`src/rtl/tx_replay_pkg.sv`:
```
package tx_replay_pkg;
    typedef enum logic [2:0] {
        ST_IDLE = 3'd0,
        ST_ARM  = 3'd1,
        ST_FILL = 3'd2,
        ST_HOLD = 3'd3,
        ST_PLAY = 3'd4,
        ST_DONE = 3'd5
    } rb_state_e;

    typedef enum logic [1:0] {
        SYNC_AUTO = 2'd0,
        SYNC_HW   = 2'd1,
        SYNC_SW   = 2'd2,
        SYNC_NONE = 2'd3
    } rb_sync_e;
endpackage

```
`src/rtl/tx_replay_ram.sv`:
```
module tx_replay_ram #(
    parameter int DATA_W = 16,
    parameter int DEPTH  = 16,
    localparam int AW    = $clog2(DEPTH)
) (
    input  logic              clk,
    input  logic              we,
    input  logic [AW-1:0]     waddr,
    input  logic [DATA_W-1:0] wdata,
    input  logic [AW-1:0]     raddr,
    output logic [DATA_W-1:0] rdata
);
    logic [DATA_W-1:0] mem_q [DEPTH];

    always_ff @(posedge clk) begin
        if (we) mem_q[waddr] <= wdata;
    end

    assign rdata = mem_q[raddr];
endmodule

```
`src/rtl/tx_replay_ctrl.sv`:
```
module tx_replay_ctrl
    import tx_replay_pkg::*;
#(
    parameter int DEPTH = 16,
    localparam int AW   = $clog2(DEPTH),
    localparam int CW   = $clog2(DEPTH + 1)
) (
    input  logic          clk,
    input  logic          rst_n,
    input  logic          soft_clear,
    input  logic          init_req,
    input  logic [1:0]    sync_mode,
    input  logic          oneshot_en,
    input  logic          hw_trig,
    input  logic          sw_trig,
    input  logic          s_tvalid,
    input  logic          s_tlast,
    input  logic          dev_rd_valid,
    output logic          s_tready,
    output logic          init_ack,
    output logic          wr_en,
    output logic [AW-1:0] waddr,
    output logic [AW-1:0] raddr,
    output logic          playing,
    output logic [7:0]    state_o
);
    typedef struct packed {
        rb_state_e     st;
        logic [CW-1:0] wptr;
        logic [CW-1:0] len;
        logic [CW-1:0] rptr;
    } ctrl_t;

    localparam ctrl_t CTRL_RST = '{st: ST_IDLE, wptr: '0, len: '0, rptr: '0};

    ctrl_t q, d;
    logic          accept;
    logic          trig;
    logic          end_fill;
    logic [CW-1:0] cnt;

    always_comb begin
        d        = q;
        wr_en    = 1'b0;
        accept   = (q.st == ST_FILL) && s_tvalid;
        trig     = ((rb_sync_e'(sync_mode) == SYNC_HW) && hw_trig) ||
                   ((rb_sync_e'(sync_mode) == SYNC_SW) && sw_trig);
        cnt      = accept ? q.wptr + CW'(1) : q.wptr;
        end_fill = accept && (s_tlast || (cnt == CW'(DEPTH)));

        unique case (q.st)
            ST_IDLE: begin
                if (init_req) d.st = ST_ARM;
            end
            ST_ARM: begin
                d.wptr = '0;
                d.len  = '0;
                d.rptr = '0;
                d.st   = ST_FILL;
            end
            ST_FILL: begin
                if (accept) begin
                    wr_en  = 1'b1;
                    d.wptr = cnt;
                end
                if (trig && (cnt != '0)) begin
                    d.len  = cnt;
                    d.rptr = '0;
                    d.st   = ST_PLAY;
                end else if (end_fill) begin
                    d.len  = cnt;
                    d.rptr = '0;
                    d.st   = (rb_sync_e'(sync_mode) == SYNC_AUTO) ? ST_PLAY : ST_HOLD;
                end
            end
            ST_HOLD: begin
                if (trig) begin
                    d.rptr = '0;
                    d.st   = ST_PLAY;
                end
            end
            ST_PLAY: begin
                if (dev_rd_valid) begin
                    if (q.rptr == q.len - CW'(1)) begin
                        d.rptr = '0;
                        if (oneshot_en) d.st = ST_DONE;
                    end else begin
                        d.rptr = q.rptr + CW'(1);
                    end
                end
                if (init_req) d.st = ST_ARM;
            end
            ST_DONE: begin
                if (init_req) d.st = ST_ARM;
            end
            default: d.st = ST_IDLE;
        endcase

        if (soft_clear) d = CTRL_RST;
    end

    always_ff @(posedge clk) begin
        if (!rst_n) q <= CTRL_RST;
        else        q <= d;
    end

    assign s_tready = (q.st == ST_FILL);
    assign init_ack = (q.st == ST_FILL) || (q.st == ST_HOLD);
    assign waddr    = q.wptr[AW-1:0];
    assign raddr    = q.rptr[AW-1:0];
    assign playing  = (q.st == ST_PLAY);
    assign state_o  = {5'd0, q.st};
endmodule

```
`src/rtl/tx_replay_rdport.sv`:
```
module tx_replay_rdport #(
    parameter int DATA_W = 16
) (
    input  logic              clk,
    input  logic              rst_n,
    input  logic              dev_rd_valid,
    input  logic              playing,
    input  logic [DATA_W-1:0] ram_rdata,
    output logic [DATA_W-1:0] dev_rd_data,
    output logic              dev_rd_unf
);
    typedef struct packed {
        logic [DATA_W-1:0] data;
        logic              unf;
    } port_t;

    port_t q, d;

    always_comb begin
        d.data = (dev_rd_valid && playing) ? ram_rdata : '0;
        d.unf  = dev_rd_valid && !playing;
    end

    always_ff @(posedge clk) begin
        if (!rst_n) q <= '0;
        else        q <= d;
    end

    assign dev_rd_data = q.data;
    assign dev_rd_unf  = q.unf;
endmodule

```
`src/rtl/tx_replay_buf.sv`:
```
module tx_replay_buf #(
    parameter int DATA_W = 16,
    parameter int DEPTH  = 16,
    localparam int AW    = $clog2(DEPTH)
) (
    input  logic              clk,
    input  logic              rst_n,
    input  logic              soft_clear,
    input  logic              init_req,
    output logic              init_ack,
    input  logic [1:0]        sync_mode,
    input  logic              oneshot_en,
    input  logic              hw_trig,
    input  logic              sw_trig,
    input  logic              s_tvalid,
    output logic              s_tready,
    input  logic [DATA_W-1:0] s_tdata,
    input  logic              s_tlast,
    input  logic              dev_rd_valid,
    output logic [DATA_W-1:0] dev_rd_data,
    output logic              dev_rd_unf,
    output logic [7:0]        state_o
);
    logic              wr_en;
    logic [AW-1:0]     waddr;
    logic [AW-1:0]     raddr;
    logic              playing;
    logic [DATA_W-1:0] ram_rdata;

    tx_replay_ctrl #(.DEPTH(DEPTH)) u_ctrl (
        .clk          (clk),
        .rst_n        (rst_n),
        .soft_clear   (soft_clear),
        .init_req     (init_req),
        .sync_mode    (sync_mode),
        .oneshot_en   (oneshot_en),
        .hw_trig      (hw_trig),
        .sw_trig      (sw_trig),
        .s_tvalid     (s_tvalid),
        .s_tlast      (s_tlast),
        .dev_rd_valid (dev_rd_valid),
        .s_tready     (s_tready),
        .init_ack     (init_ack),
        .wr_en        (wr_en),
        .waddr        (waddr),
        .raddr        (raddr),
        .playing      (playing),
        .state_o      (state_o)
    );

    tx_replay_ram #(.DATA_W(DATA_W), .DEPTH(DEPTH)) u_ram (
        .clk   (clk),
        .we    (wr_en),
        .waddr (waddr),
        .wdata (s_tdata),
        .raddr (raddr),
        .rdata (ram_rdata)
    );

    tx_replay_rdport #(.DATA_W(DATA_W)) u_rdport (
        .clk          (clk),
        .rst_n        (rst_n),
        .dev_rd_valid (dev_rd_valid),
        .playing      (playing),
        .ram_rdata    (ram_rdata),
        .dev_rd_data  (dev_rd_data),
        .dev_rd_unf   (dev_rd_unf)
    );
endmodule

```
`config.mk`:
```
export PLATFORM = sky130hd
export DESIGN_NAME = tx_replay_buf
export DESIGN_NICKNAME = d
export VERILOG_FILES = /design/src/rtl/tx_replay_pkg.sv /design/src/rtl/tx_replay_ram.sv /design/src/rtl/tx_replay_ctrl.sv /design/src/rtl/tx_replay_rdport.sv /design/src/rtl/tx_replay_buf.sv
export SDC_FILE = /design/constraint.sdc
export NUM_CORES = 1
export LEC_CHECK = 0
export BUFFER_PORTS_ARGS = -buffer_cell sky130_fd_sc_hd__buf_2
export CORE_ASPECT_RATIO = 0.75
export CORE_MARGIN = 5
export CORE_UTILIZATION = 50
export DETAILED_ROUTE_END_ITERATION = 16
export PLACE_DENSITY = 0.69
export SETUP_SLACK_MARGIN = 0.3
export SLEW_MARGIN = 20
export SYNTH_ARGS = -nofsm -noshare
export SYNTH_HDL_FRONTEND = slang
export SYNTH_HIERARCHICAL = 1
export SYNTH_SLANG_ARGS = --single-unit
```
`constraint.sdc`:
```
create_clock -name clk -period 5.9 [get_ports clk]
set_clock_uncertainty 0.05 [all_clocks]
set_input_delay 1.18 -clock clk [delete_from_list [all_inputs] [get_ports clk]]
set_output_delay 1.18 -clock clk [all_outputs]
set_load 0.1 [all_outputs]
```
* Word-level counts from Yosys, hierarchy flattened *
Memories as Yosys holds them, arrays and structs flattened. A register that Yosys moved wholly into a read port is not among the register bits.
Cells that the tools add are included.

operators by class
  reductions and logical operators = 24
  add/subtract/negate cells = 3
  mux-type cells = 23
  bitwise operators = 1
  equal/unequal tests = 17

operator list
  kind                                                                 number
  3-bit 2-to-1 mux                                                     9
  5-bit 2-to-1 mux                                                     5
  10-bit 2-to-1 mux                                                    2
  10-bit case mux with 2 select lines                                  1
  5-bit case mux with 4 select lines                                   1
  3-bit case mux with 5 select lines                                   1
  5-bit by 1-bit adder with 5-bit output (second input constant)       2
  3-bit != test (second input constant)                                3
  1-bit logical AND                                                    7
  3-bit by 2-bit == test with 1-bit output (second input constant)     2
  3-bit == test (second input constant)                                2
  2-bit by 1-bit != test with 1-bit output (second input constant)     3
  2-bit AND reduction                                                  3
  6-bit AND reduction                                                  1
  5-bit == test                                                        1
  5-bit == test (second input constant)                                1
  5-bit nonzero test                                                   1
  5-bit by 1-bit subtractor with 5-bit output (second input constant)  1
  1-bit 2-to-1 mux                                                     4
  4-bit AND reduction                                                  1
  4-bit nonzero test                                                   1
  2-bit OR reduction                                                   2
  3-bit by 1-bit == test with 1-bit output (second input constant)     1
  3-bit logical NOT                                                    1
  9 further kinds                                                      12

storage, ports and cells
  output and inout bits = 27
  RAM bits = 256
  flip-flop bits (word level) = 19
  word-level logic and storage cells = 74
  memories = 1
  input port bits = 28

memories
  name         words  width  read ports  clocked after memory_dff  wr ports  line                 text
  u_ram.mem_q  16     16     1           1                         1         tx_replay_ram.sv:13  logic [DATA_W-1:0] mem_q [DEPTH];

* Logic depth before layout (Yosys ltp) *
Gate-level depths: netlist of run 1.

  depth after elaboration = 9
  depth in mapped cells = 8
  mapped depth without buffers = 8

* By module *
The synthesis of run 1 kept the hierarchy.

modules (own cells, without submodules)
  module            instances  area each (µm²)  seq. area each (µm²)  cells each
  tx_replay_ram     1          9723.1           7687.4                416
  tx_replay_ctrl    1          1550.2           360.3                 197
  tx_replay_rdport  1          528.0            340.3                 37

* Worst setup path before layout of run 1 *
No wires, ideal clock.

  path type = reg-to-output
  from = register u_ctrl.q, in the netlist u_ctrl/state_o[0]
  to = output s_tready
  path slack = 1977 ps
  required time = 4670 ps
  data arrival time = 2693 ps
  path buffers = 1
  stages on the path, launching flop included = 3
  cells stage by stage = dfxtp_1 > buf_6 > nor3b_1

on the way
  word-level cells in the longest chain between the ends = 1

ends and longest elaborated chain
  element                                   line                   text
  from (decl)                               tx_replay_ctrl.sv:36   ctrl_t q, d;
  from (signal assigned)                    tx_replay_ctrl.sv:103  if (!rst_n) q <= CTRL_RST;
  from (signal assigned)                    tx_replay_ctrl.sv:104  else q <= d;
  3-bit by 2-bit == test with 1-bit output  tx_replay_ctrl.sv:107  assign s_tready = (q.st == ST_FILL);
  to (decl)                                 tx_replay_buf.sv:16    output logic s_tready,

Every way passes these cells.

* Final worst setup path of run 1 *
  from = register u_ctrl.q, in the netlist u_ctrl/state_o[1]
  to = output s_tready

Same word-level chain as after synthesis.

==> metrics.log, run 1 <==
[metrics] run status: completed
[metrics] post-route DRC violation count: 0
[metrics] depth of the CTS H-tree: 1
[metrics] number of buffers on the longest clock path: 3
[metrics] min setup slack post-route: 2.538 ns
[metrics] Vias: 6257
[metrics] area share of the largest cell type after synthesis: 65.14%
[metrics] worst hold path class: register to register
[metrics] 1st-iter DRT viols: 622
[metrics] number of warnings issued by yosys: 6
[metrics] Fillers: 1685
[metrics] Setup crit start kind: register
[metrics] number of enable-type register cells in the synthesized netlist: 256
[metrics] aggregate negative setup slack: 0 ns
[metrics] wire length per cell after detailed routing: 24.81 um
[metrics] share of synthesized area occupied by flip-flops and latches: 71.08%
[metrics] wire length after detailed routing: 25110 um
[metrics] post-synthesis instance total: 650
[metrics] row count: 48
[metrics] first-pass GRT wire length: 37330 um
[metrics] Final Max Tran Viols: 0
[metrics] GRT Total Usage: 18.44%
[metrics] cell area after layout: 13150 um^2
[metrics] Leakage: 4.205 nW
[metrics] Syn Std Cell Area: 11800 um^2
[metrics] remaining max-slew budget at the tightest pin: 32.15%
[metrics] Detailed Place HPWL: 15700 um
[metrics] Crit path required time: 4.67 ns
[metrics] setup fix buffers added after clock tree synthesis: 0
[metrics] most area-hungry cell type in the Yosys netlist: edfxtp_1
[metrics] clock sink count: 291
[metrics] detailed-route vias per instance: 6.183
[metrics] remaining global-route overflow: 0
[metrics] crit path capture type: output port
[metrics] Tightest Pin Transition: 1.017 ns
[metrics] final worst path period need: 3.362 ns
[metrics] fraction of registers with async set/reset: 0%
[metrics] Starting Density: 51.04%
[metrics] RSZ-0062 raised after global routing: false
[metrics] max_cap viols: 0
[metrics] data arrival time at the worst-slack endpoint: 2.13 ns
[metrics] share of post-route cells with drive strength above 1: 26.62%
[metrics] clock input transition at the sequential cells of the worst setup and hold paths: 0.06 ns
[metrics] hold-fix buffers at CTS: 0
[metrics] count of TritonRoute iterations in the first routing pass: 5
[metrics] Syn-to-layout area delta: 11.46%
[metrics] share of the cycle needed by the critical path after routing: 56.99%
[metrics] Worst Reg2Reg Path Length in Cells: 5
[metrics] Max Clk Rate: 297.4 MHz
[metrics] number of different library cells in the post-synthesis netlist: 60
[metrics] vertical die dimension: 143.1 um
[metrics] commonest cells in the netlist: edfxtp_1, mux4_2, nand2_1, dfxtp_1, a22oi_1
[metrics] Hold Path Stages: 2
[metrics] Overall Power: 0.004149 W
[metrics] placed cell area: 12230 um^2
[metrics] number of ports placed on the die boundary: 55
[metrics] Setup Viol. Count Final: 0
[metrics] final layout net count: 721
[metrics] number of buffers created by CTS: 27
[metrics] floorplan core area: 23120 um^2
[metrics] Worst Setup Path Type: register to output port
[metrics] number of instances in the placed design: 961
[metrics] input/output buffers: 49
[metrics] via count of the first global-routing pass: 6032
[metrics] Total Die Area: 26810 um^2
[metrics] pin count of the biggest net entering global routing: 49
[metrics] quantity of gates resized following cts: 0
[metrics] Post-Syn Area per Cell: 18.16 um^2
[metrics] insertion delay to the later sink of the worst-skew pair: 0.53 ns
[metrics] weighted congestion reported at the end of routability-driven placement: 0.7977
[metrics] synthesized flop and latch total: 291
[metrics] TritonCTS clock tree: built
[metrics] Peak VDD IR: 0.2539 mV
[metrics] maximum fanout encountered on the critical timing path: 22
[metrics] remaining antenna violation count after routing: 0
[metrics] clock root buffer master: clkbuf_16
[metrics] antenna violations before repair: 0
[metrics] count of final hold-check violations: 0
[metrics] largest cells by area after synthesis: edfxtp_1, mux4_2, dfxtp_1
[metrics] library cell with the highest instance count after synthesis: edfxtp_1
[metrics] most used flip-flop cell after synthesis: edfxtp_1
[metrics] Pwr Density: 315.4 nW/um^2
[metrics] pre-CTS worst setup slack: 2.377 ns
[metrics] chip width: 187.4 um
[metrics] non-filler instance count after layout: 1012
## final timing paths
kind	start	end	slack, ns
setup / recovery	u_ctrl/state_o[1]	s_tready	2.54
hold / removal	u_ctrl/q[14]	u_ctrl/q[14]	0.41
setup reg to reg	u_ctrl/raddr[0]	u_rdport/dev_rd_data[11]	2.82
hold reg to reg	u_ctrl/q[14]	u_ctrl/q[14]	0.41
## routing by layer
metal	routed length (um)	track usage, %
met1	10830	27.10
met2	11900	29.35
met3	1979	3.666
met4	401	3.822
met5	0	0
## stage by stage
stage / util [%] / hold slack [ns]
4_1_cts: 56.86 / 0.4101
3_5_place_dp: 52.88 / 0.4009
2_1_floorplan: - / 0.3819
3_3_place_gp: 52.87 / 0.3926
6_report: 56.89 / 0.4104
5_1_grt: 56.87 / 0.4448
## logic make-up (layout without fill, tap and decap cells)
logic type	Yosys count	in the layout	share of synthesized area (%)
AO/OA/AOI/OAI	89	89	5.789
XOR/XNOR	10	10	0.7422
adder cells (fa/ha/maj)	3	3	0.3181
buffers and inverters	55	111	2.969
flip-flops	291	291	71.08
multiplexers	66	66	12.70
other	1	7	0.03178
AND/OR/NAND/NOR	135	135	6.372
## worst max-delay path: stages (launching register included)
cell and delay (ns):
dfxtp_1 0.74, nor3b_1 0.36, buf_2 0.50
## placed cells by master, fill, tap and decap left out, types with 3 or more instances in the layout
cell type / count
bufinv_16: 5
clkbuf_1: 6
mux4_1: 10
nand2_1: 44
o31ai_1: 6
o21ai_0: 7
and2_1: 3
buf_4: 9
nor2_1: 7
mux4_2: 54
conb_1: 5
edfxtp_1: 256
xor2_1: 9
clkinv_1: 6
nor2b_1: 6
o211ai_1: 4
and4_1: 11
or2_2: 3
buf_2: 49
o22ai_1: 3
clkbuf_16: 27
nand3_1: 9
nor3_2: 4
nor2_2: 13
o32ai_1: 6
and4_2: 6
inv_1: 4
nand3b_1: 4
a31oi_1: 3
a21oi_1: 8
a22oi_1: 33
nand2b_1: 8
dfxtp_1: 33
ha_1: 3
a2bb2oi_1: 3
nor3_1: 6
## flip-flops by register name, summed over array words and instances, names as in the netlist
| name | count |
|---|---|
| u_ctrl/q | 7 |
| u_ctrl/raddr | 4 |
| u_ctrl/state_o | 3 |
| u_ctrl/waddr | 4 |
| u_ram/mem_q | 256 |
| u_rdport/dev_rd_data | 16 |
| u_rdport/dev_rd_unf | 1 |
## final cells by class
type | count | area, um^2 | share of cell area, %
multi-input cells | 308 | 3133 | 23.82
repair buffers | 58 | 312.8 | 2.378
clock inverters | 14 | 193.9 | 1.474
flip-flops and latches | 291 | 8393 | 63.81
inverters | 4 | 15.01 | 0.1141
diodes | 2 | 5.005 | 0.03805
well taps | 300 | 375.4 | 2.854
clock buffers | 35 | 725.7 | 5.517
## report_power, final
group	internal, W	switching [W]	leakage (nW)
sequential	0.00224	0.00000471	2.58
combinational	0.0000229	0.0000865	1.17
clock	0.00108	0.000714	0.448
total	0.00334	0.000805	4.20
Power figures use the tool's default switching activity.
==> run 2: changes to the inputs <==
==> constraint.sdc (replaced) <==
create_clock -name clk -period 3.2 [get_ports clk]
set_clock_uncertainty 0.05 [all_clocks]
set_input_delay 0.64 -clock clk [delete_from_list [all_inputs] [get_ports clk]]
set_output_delay 0.64 -clock clk [all_outputs]
set_load 0.1 [all_outputs]
==> metrics.log, run 2 (same netlist as run 1, synthesis figures left out) <==
[metrics] run status: completed
[metrics] count of TritonRoute iterations in the first routing pass: 5
[metrics] Total Die Area: 26810 um^2
[metrics] worst hold path class: register to register
[metrics] placed cell area: 12460 um^2
[metrics] switching power of the nets: 0.001469 W
[metrics] max_cap viols: 0
[metrics] Critical Path, Cell by Cell: ha_1, and3b_1, o21ai_2, o31ai_2, a31oi_2, or3b_4, o32ai_1
[metrics] cell area after layout: 13350 um^2
[metrics] antenna violations before repair: 2
[metrics] final worst path period need: 2.617 ns
[metrics] quantity of gates resized following cts: 0
[metrics] row count: 48
[metrics] internal power summed over all cells: 0.005978 W
[metrics] detailed-route vias per instance: 6.030
[metrics] crit path capture type: register
[metrics] number of buffers created by CTS: 28
[metrics] non-filler instance count after layout: 1040
[metrics] clock input transition at the sequential cells of the worst setup and hold paths: 0.06 ns
[metrics] Detailed Place HPWL: 15100 um
[metrics] hold slack final: 0.4041 ns
[metrics] Worst Setup Path Type: register to register
[metrics] hold-fix buffers at CTS: 0
[metrics] number of instances in the placed design: 988
[metrics] max reg flops: 256
[metrics] Pwr Density: 557.8 nW/um^2
[metrics] Clk network pwr share: 41.9%
[metrics] Final Max Tran Viols: 0
[metrics] cell class contributing the biggest share of worst-path delay: simple AND/OR/NAND/NOR gates
[metrics] count of final hold-check violations: 0
[metrics] chip width: 187.4 um
[metrics] Crit path required time: 3.57 ns
[metrics] met1 global-route usage: 26.34%
[metrics] Seq pwr share: 55.4%
[metrics] GRT Total Usage: 18.44%
[metrics] commonest non-fill, non-tap cell in the layout: edfxtp_1
[metrics] share of power burned in combinational logic: 2.7%
[metrics] diodes inserted: 0
[metrics] floorplan core area: 23120 um^2
[metrics] post-route DRC violation count: 0
[metrics] Peak VDD IR: 0.5637 mV
[metrics] clock sink count: 291
[metrics] remaining global-route overflow: 0
[metrics] Setup crit start kind: register
[metrics] met2 Use GR: 30.34%
[metrics] 1st-iter DRT viols: 690
[metrics] remaining max-slew budget at the tightest pin: 33.74%
[metrics] met3 track utilization from global routing: 3.397%
[metrics] vertical die dimension: 143.1 um
[metrics] Starting Density: 51.04%
[metrics] remaining antenna violation count after routing: 0
[metrics] Syn-to-layout area delta: 13.12%
[metrics] number of buffers on the longest clock path: 3
[metrics] aggregate negative setup slack: 0 ns
[metrics] Sw Share: 19.72%
[metrics] share of the cycle needed by the critical path after routing: 81.77%
[metrics] TritonCTS clock tree: built
[metrics] weighted congestion reported at the end of routability-driven placement: 0.8783
[metrics] final layout net count: 749
[metrics] Tightest Pin Transition: 0.9940 ns
[metrics] first-pass GRT wire length: 37800 um
[metrics] Max Clk Rate: 382.2 MHz
[metrics] Worst Path Buf+Inv: 0
[metrics] via count of the first global-routing pass: 6276
[metrics] clock root buffer master: clkbuf_16
[metrics] number of ports placed on the die boundary: 55
[metrics] input/output buffers: 49
[metrics] pin count of the biggest net entering global routing: 69
[metrics] Overall Power: 0.007446 W
[metrics] leading cell types in the layout, fill and taps excluded: edfxtp_1, mux4_2, buf_2, nand2_1, buf_4
[metrics] delay of the slowest critical-path stage: 0.69 ns
[metrics] wire length after detailed routing: 24730 um
[metrics] insertion delay to the later sink of the worst-skew pair: 0.53 ns
[metrics] Leakage: 4.337 nW
[metrics] setup fix buffers added after clock tree synthesis: 0
[metrics] Vias: 6271
[metrics] Slowest cell on crit path: dfxtp_1
[metrics] depth of the CTS H-tree: 1
[metrics] maximum fanout encountered on the critical timing path: 15
[metrics] share of post-route cells with drive strength above 1: 29.73%
[metrics] Setup Viol. Count Final: 0
[metrics] RSZ-0062 raised after global routing: false
[metrics] data arrival time at the worst-slack endpoint: 2.98 ns
[metrics] GRT busiest layer: met2
[metrics] register ranked first by flip-flop count: u_ram/mem_q
[metrics] wire length per cell after detailed routing: 23.78 um
[run 2: changes by cell type in the layout (fill, tap and decap cells not counted), sizes merged]
| cell | before | now |
|---|---|---|
| buf | 58 | 85 |
| bufinv | 5 | 1 |
| clkbuf | 35 | 38 |
| clkinvlp | 0 | 3 |
| clkinv | 8 | 10 |
| diode | 2 | 0 |
| inv | 5 | 4 |
[run 2: worst paths after layout]
check / from / to / slack, ns / cells after the start
max reg2reg: u_ctrl/waddr[0] / u_ctrl/q[7] / 0.58 / 7
max: u_ctrl/waddr[0] / u_ctrl/q[7] / 0.58 / 7
min reg2reg: u_ctrl/q[14] / u_ctrl/q[14] / 0.40 / 2
min: u_ctrl/q[14] / u_ctrl/q[14] / 0.40 / 2
[run 2: layer usage]
layer	wire length (um)	vias to the layer above
met2	11860	233
li1	-	2773
met1	10850	3221
met5	14	-
met4	426	2
met3	1573	42
[run 2: power groups by stage]
stage	sequential [W]	clock, W	combinational, W
after global routing	0.00412	0.00337	0.000214
after detailed placement	0.00421	0	0.000197
final	0.00413	0.00312	0.000199
after CTS	0.00413	0.00321	0.000198
after global placement	0.00421	0	0.000187
after floorplan	0.00422	0	0.000116
[run 2: through the flow]
| step | worst slack [ns] | utilization [%] |
|---|---|---|
| floorplan | 0.3653 | - |
| global placement | 0.6323 | 53.89 |
| detailed placement | 0.5434 | 53.89 |
| CTS | 0.6001 | 57.73 |
| global route | 0.3457 | 57.73 |
| finish | 0.5833 | 57.73 |
[run 2: final cells by class]
cell class / count / area [um^2]
inverters: 4 / 15.01
clock buffers: 38 / 789.5
multi-input cells: 308 / 3136
fillers: 1692 / 9773
flip-flops and latches: 291 / 8393
repair buffers: 85 / 540.5
clock inverters: 14 / 100.1
well taps: 300 / 375.4
[run 2: worst register-to-register path: stages (launching register included)]
cell and delay, ns:
dfxtp_1 0.69, ha_1 0.37, and3b_1 0.25, o21ai_2 0.07, o31ai_2 0.10, a31oi_2 0.24
or3b_4 0.45, o32ai_1 0.29
==> run 3: changes to the inputs <==
==> constraint.sdc (replaced) <==
create_clock -name clk -period 2.74 [get_ports clk]
set_clock_uncertainty 0.05 [all_clocks]
set_input_delay 0.548 -clock clk [delete_from_list [all_inputs] [get_ports clk]]
set_output_delay 0.548 -clock clk [all_outputs]
set_load 0.1 [all_outputs]
==> metrics.log, run 3 (same netlist as run 1, synthesis figures left out) <==
[metrics] Setup crit start kind: register
[metrics] min setup slack post-route: 0.3677 ns
[metrics] clock sink count: 291
[metrics] Detailed Place HPWL: 15610 um
[metrics] Worst Path Buf+Inv: 2
[metrics] floorplan core area: 23120 um^2
[metrics] Critical Path, Cell by Cell: buf_4, nor2b_2, buf_2
[metrics] crit path capture type: output port
[metrics] Slowest cell on crit path: buf_2
[metrics] Total Die Area: 26810 um^2
[metrics] clock root buffer master: clkbuf_16
[metrics] GRT Total Usage: 18.13%
[metrics] count of TritonRoute iterations in the first routing pass: 5
[metrics] Leakage: 4.340 nW
[metrics] Vias: 6228
[metrics] wire length after detailed routing: 24250 um
[metrics] clock input transition at the sequential cells of the worst setup and hold paths: 0.06 ns
[metrics] chip width: 187.4 um
[metrics] row count: 48
[metrics] number of ports placed on the die boundary: 55
[metrics] Crit path required time: 2.14 ns
[metrics] weighted congestion reported at the end of routability-driven placement: 0.7805
[metrics] worst hold path class: primary input to register
[metrics] Worst Setup Path Type: register to output port
[metrics] remaining antenna violation count after routing: 0
[metrics] Starting Density: 51.04%
[metrics] antenna violations before repair: 0
[metrics] RSZ-0062 raised after global routing: false
[metrics] cell area after layout: 13360 um^2
[metrics] Final Max Tran Viols: 0
[metrics] leading cell types in the layout, fill and taps excluded: edfxtp_1, mux4_2, buf_2, nand2_1, buf_4
[metrics] first-pass GRT wire length: 37320 um
[metrics] Max Clk Rate: 421.5 MHz
[metrics] share of the cycle needed by the critical path after routing: 86.58%
[metrics] via count of the first global-routing pass: 6232
[metrics] Fillers: 1678
[metrics] max_cap viols: 0
[metrics] remaining global-route overflow: 0
[metrics] 1st-iter DRT viols: 475
[metrics] register ranked first by flip-flop count: u_ram/mem_q
[metrics] pin count of the biggest net entering global routing: 27
[metrics] Peak VDD IR: 0.5614 mV
[metrics] vertical die dimension: 143.1 um
[metrics] depth of the CTS H-tree: 1
[metrics] insertion delay to the later sink of the worst-skew pair: 0.52 ns
[metrics] hold-fix buffers at CTS: 0
[metrics] pre-CTS worst setup slack: 0.1891 ns
[metrics] remaining max-slew budget at the tightest pin: 57.50%
[metrics] count of final hold-check violations: 0
[metrics] commonest non-fill, non-tap cell in the layout: edfxtp_1
[metrics] Syn-to-layout area delta: 13.23%
[metrics] Setup Viol. Count Final: 0
[metrics] share of post-route cells with drive strength above 1: 29.51%
[metrics] Tightest Pin Transition: 0.6362 ns
[metrics] final worst path period need: 2.372 ns
[metrics] final layout net count: 755
[metrics] data arrival time at the worst-slack endpoint: 1.77 ns
[metrics] max reg flops: 256
[metrics] number of buffers on the longest clock path: 3
[metrics] detailed-route vias per instance: 5.977
[metrics] maximum fanout encountered on the critical timing path: 21
[metrics] number of buffers created by CTS: 27
[metrics] hold slack final: 0.3462 ns
[metrics] TritonCTS clock tree: built
[metrics] post-route DRC violation count: 0
[metrics] wire length per cell after detailed routing: 23.28 um
[metrics] delay of the slowest critical-path stage: 0.44 ns
[metrics] aggregate negative setup slack: 0 ns
[metrics] run status: completed
[metrics] placed cell area: 12530 um^2
[metrics] input/output buffers: 49
[metrics] Pwr Density: 640.3 nW/um^2
[metrics] diodes inserted: 0
[metrics] cell class contributing the biggest share of worst-path delay: buffers and inverters
==> run 3: cell types whose count changed in the layout (fill, tap and decap cells not counted), sizes merged <==
| cell | delta |
|---|---|
| clkbuf | +2 |
| bufinv | +1 |
| clkinvlp | -3 |
| clkinv | -4 |
| buf | +6 |
==> run 3: worst paths after layout <==
| check | from | end | slack (ns) | depth (start not counted) |
|---|---|---|---|---|
| worst max-delay path | u_ctrl/state_o[1] | init_ack | 0.37 | 3 |
| worst min-delay path | s_tdata[8] | u_ram/mem_q[12][8] | 0.35 | 1 |
| worst max register to register | u_ctrl/waddr[0] | u_ctrl/q[6] | 0.42 | 7 |
| worst min register to register | u_ctrl/q[14] | u_ctrl/q[14] | 0.41 | 2 |
==> run 3: per-stage QoR <==
step                instances  power (W)  util (%)
floorplan                 654   0.005061         -
global placement          995   0.005141     54.19
detailed placement        995   0.005153     54.19
CTS                      1042   0.008633     57.72
global route             1042   0.008840     57.79
finish                   1042   0.008556     57.79
==> run 3: layout make-up <==
type / count / area, um^2 / area share, %
repair buffers: 92 / 608.1 / 4.551
clock inverters: 8 / 83.83 / 0.6273
clock buffers: 39 / 730.7 / 5.468
flip-flops and latches: 291 / 8394 / 62.82
inverters: 4 / 15.01 / 0.1124
well taps: 300 / 375.4 / 2.809
multi-input cells: 308 / 3156 / 23.61
==> run 3: power by group <==
group	switching [W]	total, W	internal [W]
clock	0.00147	0.00349	0.00202
sequential	0.00000247	0.00482	0.00482
combinational	0.000184	0.000241	0.0000565
total	0.00166	0.00856	0.00690
==> run 3: timing repair <==
action / in CTS / in global routing
setup endpoints to repair: 0 / 7
resized for setup: 0 / 4
setup buffers: 0 / 0
==> run 3: per-layer routing <==
| layer | global-route usage [%] | up-vias | share of wire, % | wire length [um] |
|---|---|---|---|---|
| li1 | - | 2779 | - | - |
| met1 | 26.02 | 3192 | 43 | 10410 |
| met2 | 30.21 | 218 | 48 | 11690 |
| met3 | 2.737 | 39 | 6.9 | 1685 |
| met4 | 3.861 | 0 | 1.9 | 467 |
| met5 | 0 | - | 0 | 0 |
